===== src/rtl/isoreg_pkg.sv =====
package isoreg_pkg;
    localparam int WORD_W = 32;

    // Position of the seal flag in the low-address word.
    localparam int SEAL_POS = 31;

    // Address bits kept in both address words.
    localparam logic [WORD_W-1:0] ADDR_KEEP = 32'h00FF_FFFC;

    // Disabled-region defaults for the two masks.
    localparam logic [WORD_W-1:0] RD_ALL = 32'hBFFF_FFFF;
    localparam logic [WORD_W-1:0] WR_ALL = 32'hFFFF_FFFF;

    typedef enum logic [1:0] {
        W_LO = 2'd0,
        W_HI = 2'd1,
        W_RD = 2'd2,
        W_WR = 2'd3
    } word_sel_e;

    typedef enum logic {
        SLOT_OPEN   = 1'b0,
        SLOT_SEALED = 1'b1
    } slot_state_e;
endpackage


===== src/rtl/isoreg_decode.sv =====
module isoreg_decode
    import isoreg_pkg::*;
#(
    parameter int AW   = 8,
    parameter int BASE = 64,
    parameter int NUM  = 8,
    parameter int SW   = 3
) (
    input  logic [AW-1:0] idx,
    output logic          hit,
    output logic [SW-1:0] slot,
    output word_sel_e     word
);
    localparam logic [31:0] LO_B = 32'(BASE);
    localparam logic [31:0] HI_B = 32'(BASE + NUM * 4);

    logic [31:0] idx_w;
    logic [31:0] rel;

    assign idx_w = 32'(idx);
    assign rel   = idx_w - LO_B;
    assign hit   = (idx_w >= LO_B) && (idx_w < HI_B);
    assign slot  = SW'(rel >> 2);
    assign word  = word_sel_e'(rel[1:0]);
endmodule


===== src/rtl/isoreg_slot.sv =====
module isoreg_slot
    import isoreg_pkg::*;
(
    input  logic              clk,
    input  logic              rst_n,
    input  logic              wr_en,
    input  word_sel_e         word,
    input  logic [WORD_W-1:0] wdata,
    output logic [WORD_W-1:0] lo_q,
    output logic [WORD_W-1:0] hi_q,
    output logic [WORD_W-1:0] rm_q,
    output logic [WORD_W-1:0] wm_q,
    output logic              sealed
);
    slot_state_e       state_q, state_d;
    logic              store;
    logic [WORD_W-1:0] lo_r, hi_r, rm_r, wm_r;

    // State register.
    always_ff @(posedge clk or negedge rst_n) begin
        if (!rst_n) state_q <= SLOT_OPEN;
        else        state_q <= state_d;
    end

    // Next state and store permission.
    always_comb begin
        state_d = state_q;
        store   = 1'b0;
        unique case (state_q)
            SLOT_OPEN: begin
                store = wr_en;
                if (wr_en && word == W_LO && wdata[SEAL_POS])
                    state_d = SLOT_SEALED;
            end
            SLOT_SEALED: begin
                store = 1'b0;
            end
        endcase
    end

    // Word storage.
    always_ff @(posedge clk or negedge rst_n) begin
        if (!rst_n) begin
            lo_r <= '0;
            hi_r <= '0;
            rm_r <= RD_ALL;
            wm_r <= WR_ALL;
        end else if (store) begin
            unique case (word)
                W_LO: lo_r <= wdata & ADDR_KEEP;
                W_HI: hi_r <= wdata & ADDR_KEEP;
                W_RD: rm_r <= wdata;
                W_WR: wm_r <= wdata;
            endcase
        end
    end

    assign sealed = (state_q == SLOT_SEALED);
    assign lo_q   = lo_r | {sealed, {(WORD_W-1){1'b0}}};
    assign hi_q   = hi_r;
    assign rm_q   = rm_r;
    assign wm_q   = wm_r;

    // the seal never drops without reset.
    a_r7_seal_sticky: assert property (@(posedge clk) disable iff (!rst_n)
        state_q == SLOT_SEALED |=> state_q == SLOT_SEALED);

    // a sealed region keeps all four words.
    a_r6_sealed_frozen: assert property (@(posedge clk) disable iff (!rst_n)
        state_q == SLOT_SEALED |=> ($stable(lo_r) && $stable(hi_r)
                                    && $stable(rm_r) && $stable(wm_r)));

    // a sealing write seals the region and loads its address bits.
    a_r5_seal_loads_addr: assert property (@(posedge clk) disable iff (!rst_n)
        (state_q == SLOT_OPEN && wr_en && word == W_LO && wdata[SEAL_POS])
        |=> (sealed && lo_r == ($past(wdata) & ADDR_KEEP)));

    // nothing else seals the region.
    a_r5_no_spurious_seal: assert property (@(posedge clk) disable iff (!rst_n)
        (state_q == SLOT_OPEN && !(wr_en && word == W_LO && wdata[SEAL_POS]))
        |=> state_q == SLOT_OPEN);
endmodule


===== src/rtl/isoreg_bank.sv =====
module isoreg_bank
    import isoreg_pkg::*;
#(
    parameter int NUM_REGIONS = 8,
    parameter int AW          = 8,
    parameter int BASE        = 64
) (
    input  logic                          clk,
    input  logic                          rst_n,
    input  logic [AW-1:0]                 reg_idx,
    input  logic                          reg_we,
    input  logic [WORD_W-1:0]             reg_wdata,
    output logic [WORD_W-1:0]             reg_rdata,
    output logic [NUM_REGIONS*WORD_W-1:0] rgn_lo,
    output logic [NUM_REGIONS*WORD_W-1:0] rgn_hi,
    output logic [NUM_REGIONS*WORD_W-1:0] rgn_rmask,
    output logic [NUM_REGIONS*WORD_W-1:0] rgn_wmask,
    output logic [NUM_REGIONS-1:0]        rgn_locked
);
    localparam int SW = (NUM_REGIONS > 1) ? $clog2(NUM_REGIONS) : 1;

    logic              hit;
    logic [SW-1:0]     slot;
    word_sel_e         word;
    logic [NUM_REGIONS-1:0] sel;
    logic [WORD_W-1:0] lo_w [NUM_REGIONS];
    logic [WORD_W-1:0] hi_w [NUM_REGIONS];
    logic [WORD_W-1:0] rm_w [NUM_REGIONS];
    logic [WORD_W-1:0] wm_w [NUM_REGIONS];

    isoreg_decode #(
        .AW   (AW),
        .BASE (BASE),
        .NUM  (NUM_REGIONS),
        .SW   (SW)
    ) u_dec (
        .idx  (reg_idx),
        .hit  (hit),
        .slot (slot),
        .word (word)
    );

    for (genvar g = 0; g < NUM_REGIONS; g++) begin : g_rgn
        assign sel[g] = hit && (slot == SW'(g));

        isoreg_slot u_slot (
            .clk    (clk),
            .rst_n  (rst_n),
            .wr_en  (reg_we && sel[g]),
            .word   (word),
            .wdata  (reg_wdata),
            .lo_q   (lo_w[g]),
            .hi_q   (hi_w[g]),
            .rm_q   (rm_w[g]),
            .wm_q   (wm_w[g]),
            .sealed (rgn_locked[g])
        );

        assign rgn_lo[g*WORD_W +: WORD_W]    = lo_w[g];
        assign rgn_hi[g*WORD_W +: WORD_W]    = hi_w[g];
        assign rgn_rmask[g*WORD_W +: WORD_W] = rm_w[g];
        assign rgn_wmask[g*WORD_W +: WORD_W] = wm_w[g];
    end

    // Read return.
    always_comb begin
        reg_rdata = '0;
        if (hit) begin
            unique case (word)
                W_LO: reg_rdata = lo_w[slot];
                W_HI: reg_rdata = hi_w[slot];
                W_RD: reg_rdata = rm_w[slot];
                W_WR: reg_rdata = wm_w[slot];
            endcase
        end
    end

    // an access targets at most one region.
    a_r10_single_target: assert property (@(posedge clk) disable iff (!rst_n)
        $onehot0(sel));

    // out-of-window reads return zero.
    a_r8_oob_reads_zero: assert property (@(posedge clk) disable iff (!rst_n)
        !hit |-> reg_rdata == '0);

    // out-of-window writes change no seal.
    a_r8_oob_no_seal: assert property (@(posedge clk) disable iff (!rst_n)
        (!hit && reg_we) |=> $stable(rgn_locked));
endmodule


===== config.mk =====
export PLATFORM = sky130hd
export DESIGN_NAME = isoreg_bank
export DESIGN_NICKNAME = d
export VERILOG_FILES = /design/src/rtl/isoreg_pkg.sv /design/src/rtl/isoreg_decode.sv /design/src/rtl/isoreg_slot.sv /design/src/rtl/isoreg_bank.sv
export SDC_FILE = /design/constraint.sdc
export NUM_CORES = 1
export LEC_CHECK = 0
export ABC_CLOCK_PERIOD_IN_PS = 3200
export CAP_MARGIN = 25
export CORE_AREA = 5 5 433 435
export DETAILED_ROUTE_END_ITERATION = 7
export DIE_AREA = 0 0 438 440
export RECOVER_POWER = 100
export SYNTH_ARGS = -nofsm -noshare
export SYNTH_HDL_FRONTEND = slang
export SYNTH_SLANG_ARGS = --single-unit

===== constraint.sdc =====
create_clock -name clk -period 3.2 [get_ports clk]
set_clock_uncertainty 0.1 [all_clocks]
set_input_delay 0.64 -clock clk [delete_from_list [all_inputs] [get_ports clk]]
set_output_delay 0.64 -clock clk [all_outputs]
set_load 0.05 [all_outputs]

======== Word level (Yosys, flattened, before mapping) ========
Cells that the tools add are included.
operators by class
  reductions and logical operators ........ 67
  equality and inequality tests ........... 10
  mux-type cells .......................... 38
  order comparisons ....................... 3
  bitwise gates (word level) .............. 17
  add/sub/neg operators ................... 1
operator list
  cell                                                                          number
  32-bit binary-select mux with 3-bit select                                    4
  32-bit 2-to-1 mux                                                             9
  24-bit by 32-bit bitwise OR with 32-bit output                                8
  32-bit one-hot mux with 4 select lines                                        1
  2-bit AND reduction                                                           32
  1-bit logical AND                                                             33
  1-bit 2-to-1 mux                                                              16
  1-bit one-hot mux with 2 select lines                                         8
  3-bit == test, second input constant                                          4
  8-bit by 7-bit >= comparator with 1-bit output, second input constant         1
  8-bit by 7-bit less-than comparator with 1-bit output, second input constant  1
  1-bit NOT                                                                     8
  3-bit by 2-bit == test with 1-bit output, second input constant               2
  5-bit by 1-bit subtractor with 5-bit output, second input constant            1
  2-bit == test, second input constant                                          2
  4-bit >= comparator, second input constant                                    1
  3-bit NOT with 4-bit output                                                   1
  3-bit by 1-bit == test with 1-bit output, second input constant               1
  3-bit logical NOT                                                             1
  2-bit by 1-bit == test with 1-bit output, second input constant               1
  2-bit logical NOT                                                             1
word-level totals
  output and inout bits ................... 1,064
  bits of input ports ..................... 43
  word-level logic and storage cells ...... 176
  flip-flop bits (word level) ............. 872

======== Longest topological paths before layout ========
  depth in word-level cells ............... 8
  mapped depth ............................ 9
  depth with buffers taken out ............ 5

======== By module ========
From an unflattened synthesis, not the netlist that was laid out.
unflattened totals
  cells, all modules ...................... 2,868
  area total of the unflattened synthesis .. 43,849.6 µm²
modules (own cells, without submodules)
  module         times used  seq. area each (µm²)  area each (µm²)  cells each
  isoreg_slot    8           2,806.4               4,443.0          255
  isoreg_bank    1           0.0                   8,255.4          822
  isoreg_decode  1           0.0                   50.0             6

======== Least setup slack after synthesis ========
Ideal clock, no wire load.
  kind .................................... input to output
  from .................................... input port reg_idx[3]
  to ...................................... output port reg_rdata[8]
  path buffers ............................ 4
  arrival ................................. 2,979 ps
  stages .................................. 8
  setup slack ............................. -519 ps
  data required time ...................... 2,460 ps
  path through ............................ buf_2 buf_4 buf_2 buf_2 nand2_1 o221ai_1 a221oi_1 a311oi_1
on the way
  longest elaborated chain between the ends .. 7
  elaborated cells between the ends (all ways) .. 19
  those cells by class .................... add/sub: 1; order compare: 2; mux: 14; bitwise: 1; reduce/logical: 1
RTL lines
  what                                                                  RTL line             text
  from (decl)                                                           isoreg_bank.sv:10    input logic [AW-1:0] reg_idx,
  5-bit by 1-bit subtractor with 5-bit output                           isoreg_decode.sv:21  assign rel = idx_w - LO_B;
  3-bit NOT with 4-bit output (not written as such)                     -
  32-bit binary-select mux with 3-bit select, on equally long branches  -
  32-bit 2-to-1 mux, on equally long branches (2 in series)             -
  32-bit one-hot mux with 4 select lines                                isoreg_bank.sv:69    unique case (word)
  32-bit 2-to-1 mux (*)                                                 isoreg_bank.sv:68    if (hit) begin
  to (decl)                                                             isoreg_bank.sv:13    output logic [WORD_W-1:0] reg_rdata,
Every way passes the cells marked *; elsewhere a longest branch is shown, timed or not. The select of a mux whose other input is x is not followed.

======== Worst setup path after layout ========
  from .................................... input port reg_idx[5]
  to ...................................... output port reg_rdata[9]
on the way
  longest elaborated chain between the ends .. 3
  elaborated cells between the ends (all ways) .. 4
  those cells by class .................... order compare: 2; mux: 1; reduce/logical: 1
RTL lines
  what                                                                                                                            RTL line             text
  8-bit by 7-bit >= comparator with 1-bit output / 8-bit by 7-bit less-than comparator with 1-bit output (equally long branches)  isoreg_decode.sv:22  assign hit = (idx_w >= LO_B) && (idx_w < HI_B);
  1-bit logical AND (*)                                                                                                           isoreg_decode.sv:22
  32-bit 2-to-1 mux (*)                                                                                                           isoreg_bank.sv:68
Every way passes the cells marked *; elsewhere a longest branch is shown, timed or not.

==> flow_summary.json <==
{
  "tns_ns": -8.50,
  "synth_compound_gate_area_share_pct": 3.48,
  "grt_max_degree": 102,
  "grt_pass1_wl_um": 301000,
  "insertion_delay_ns": 0.77,
  "path_delay_family": "buffers and inverters",
  "grt_use_total_pct": 22.7,
  "syn_avg_cell_area_um2": 14.6,
  "critPathMaxStageDelay_ns": 0.53,
  "criticalPathCategory": "input port to output pin",
  "path_buf_inv": 6,
  "grt_pass1_vias": 33000,
  "dp_hpwl_um": 169000,
  "via_per_inst": 4.89,
  "start_util_pct": 22.9,
  "report.final.hold_viol_count": 0,
  "synth-main-ff-cell": "dfstp_2",
  "globalplace.congestion": 0.911,
  "async_reset_ff_share_pct": 100,
  "synth-adder-area-share_pct": 0,
  "peakVddDrop_mv": 0.452,
  "ant_nets": 0,
  "routed_wl_um": 227000,
  "setup_ws_ns": -0.295,
  "cp_cell_sequence": "dlygate4sd3_1 > nor2_1 > clkbuf_1 > and2_2 > buf_12 > buf_4 > o21ai_1 > buf_4 > a31oi_4 > buf_6",
  "num_rows": 157,
  "fin_crit_sh_pct": 109,
  "startpoint_type": "input port",
  "cts_max_level": 3,
  "outcome": "finished with violations",
  "drv_cap": 0,
  "failed_checks": "negative setup slack",
  "clkTransAtPathRegs_ns": 0.06,
  "ys_types": 53,
  "ys_ff_latch": 872,
  "hp-class": "register to register",
  "syn_area_um2": 41800,
  "drt_iter0_drc": 2640,
  "vias": 32400,
  "io_buffer_count": 954,
  "required_ns": 2.46,
  "crit_arrival_ns": 2.76,
  "drc": 0,
  "drt_first_pass_iters": 7,
  "fp.dieW_um": 438,
  "synth_area_leaders": "dfstp_2 32%, dfrtp_1 22%, mux2_2 12%, mux2_1 12%, mux4_2 9.0%",
  "ios": 1107,
  "max_slew_margin_pct": 6.72,
  "setup_viol": 106,
  "grt_setup_unrepaired": "true",
  "core_area_um2": 183000,
  "yosys.area_share.simple_pct": 3.05,
  "whs_ns": 0.406,
  "synthToLayoutAreaGrowth_pct": 49.1,
  "cts_buffers": 104,
  "yosysTopAreaCellShare_pct": 31.7,
  "synth_common_cells": "504 x dfstp_2, 443 x mux2_2, 430 x mux2_1, 368 x dfrtp_1, 190 x buf_4",
  "synth.most_common_cell": "dfstp_2",
  "tritoncts": "yes",
  "cp_common_cell": "buf_4",
  "cts_buffer_depth": 3,
  "die-area_um2": 193000,
  "p_leak_nw": 29.2,
  "period_needed_ns": 3.50,
  "nets": 4184,
  "crit_slowest_cell": "dlygate4sd3_1",
  "antenna_found_initial": 12,
  "worst_setup_path_end_kind": "output pin",
  "syn_inst": 2873,
  "yosysSeqAreaShare_pct": 53.7,
  "maxSlewViolCount": 0,
  "powerDensity_nw_per_um2": 506,
  "fill_cells": 17900,
  "root_buffer": "clkbuf_16",
  "wl_per_cell_um": 34.3,
  "synth_edf_count": 0,
  "layout-drive-gt1-share_pct": 47.0,
  "synth_top_family_by_area": "multiplexers",
  "synth-xor-area-share_pct": 0,
  "synth_top_area_cell": "dfstp_2",
  "cp_max_fo": 12,
  "cts.sinks": 872,
  "globalRouteOverflowTotal": 0,
  "worstMarginPinSlew_ns": 1.40,
  "synth.area.mux_share_pct": 33.8,
  "fmax_mhz": 286,
  "ys_warn_count": 0,
  "die_y_um": 440
}
worst register-to-register path: cells and delay by family, from the launching register on:
family                 cells  cell delay, ns
DFF                        1            0.49
and+or+nand+nor            2            0.54
muxes                      1            0.67
buffers and inverters      1            0.60
layout by cell type, fill, tap and decap left out, types with 10 or more instances in the layout:
master and count:
mux2_1 430, buf_6 51, conb_1 152, mux2_2 439, o21ai_1 16, nand2_4 11, buf_8 21, o21ai_2 13
clkbuf_2 41, dfstp_2 498, clkdlybuf4s50_1 40, buf_12 80, dfrtp_1 362, a21oi_2 10, nor2_2 21, nand2b_1 11
mux4_2 167, dlygate4sd3_1 855, a21oi_1 51, and3_4 13, mux2i_1 51, o2bb2ai_1 13, clkbuf_1 59, nand3_1 24
buf_4 248, nor2_1 40, clkinv_2 20, nand2_1 70, clkbuf_8 22, buf_16 16, nand2_2 12, clkbuf_16 108
bufinv_16 14, o221ai_2 11, a31oi_4 13, clkbuf_4 30, o221ai_1 17
state kept, by name (all words and copies together), names as in the netlist:
name / cells
g_rgn.u_slot.lo_r: 176
g_rgn.u_slot.sealed: 8
g_rgn.u_slot.rm_q: 256
g_rgn.u_slot.wm_q: 256
g_rgn.u_slot.hi_q: 176
where the power goes:
| group | leakage, nW | internal, W | switching (W) |
|---|---|---|---|
| sequential | 10.3 | 0.0118 | 0.000522 |
| combinational | 17.1 | 0.00190 | 0.00432 |
| clock | 1.82 | 0.00772 | 0.00527 |
| total | 29.2 | 0.0214 | 0.0101 |
logic make-up after synthesis:
logic type / Yosys count
multiplexers: 1093
buffers and inverters: 426
AND/OR/NAND/NOR: 260
AO/OA/AOI/OAI: 221
flip-flops: 872
other: 1
per-layer routing:
metal  wire, um  track usage [%]  up-vias
li1           -                -    12800
met1      84700             26.7    17400
met2     108000             37.7     1697
met3      17500             5.58      464
met4      16600             13.4        0
met5          0                0        -
cell type report:
class | instances | area, um^2 | share of cell area, %
flip-flops and latches | 872 | 22500 | 36.0
multi-input cells | 1726 | 18700 | 30.0
repair buffers | 1435 | 14500 | 23.2
clock buffers | 142 | 3000 | 4.81
well taps | 2385 | 2980 | 4.79
clock inverters | 50 | 731 | 1.17
diodes | 8 | 20.0 | 0.0321
inverters | 2 | 8.76 | 0.0140
per-stage QoR:
stage | setup slack (ns) | std cells | cell area [um^2] | utilization (%) | total power [W]
3_3_place_gp | -0.944 | 6294 | 56700 | 31.0 | 0.0186
4_1_cts | -0.360 | 6595 | 62900 | 34.4 | 0.0321
3_5_place_dp | -0.909 | 6294 | 56700 | 31.0 | 0.0186
2_1_floorplan | -0.0583 | 3024 | 42500 | - | 0.0160
6_report | -0.295 | 6620 | 62400 | 34.1 | 0.0315
5_1_grt | -0.335 | 6614 | 62300 | 34.1 | 0.0325
worst paths after layout:
kind	startpoint	endpoint	slack, ns	depth (start not counted)
max	reg_idx[5]	reg_rdata[9]	-0.30	10
min	g_rgn[4].u_slot.hi_q[4]	g_rgn[4].u_slot.hi_q[4]	0.41	1
max reg2reg	g_rgn[5].u_slot.sealed	g_rgn[5].u_slot.rm_q[30]	0.66	4
min reg2reg	g_rgn[4].u_slot.hi_q[4]	g_rgn[4].u_slot.hi_q[4]	0.41	1
max in group asynchronous	rst_n	g_rgn[0].u_slot.hi_q[23]	0.22	4
min in group asynchronous	rst_n	g_rgn[6].u_slot.hi_q[2]	0.61	2
timing repair:
action / in CTS / in global routing
pin swaps: 67 / 54
buffers inserted: 99 / 24
hold buffers: 1 / 0
setup endpoints to repair: 32 / 32
gates cloned: 14 / 1
hold endpoints to repair: 6 / 0
gates resized for setup: 283 / 94
(Power assumes the default switching activity.)
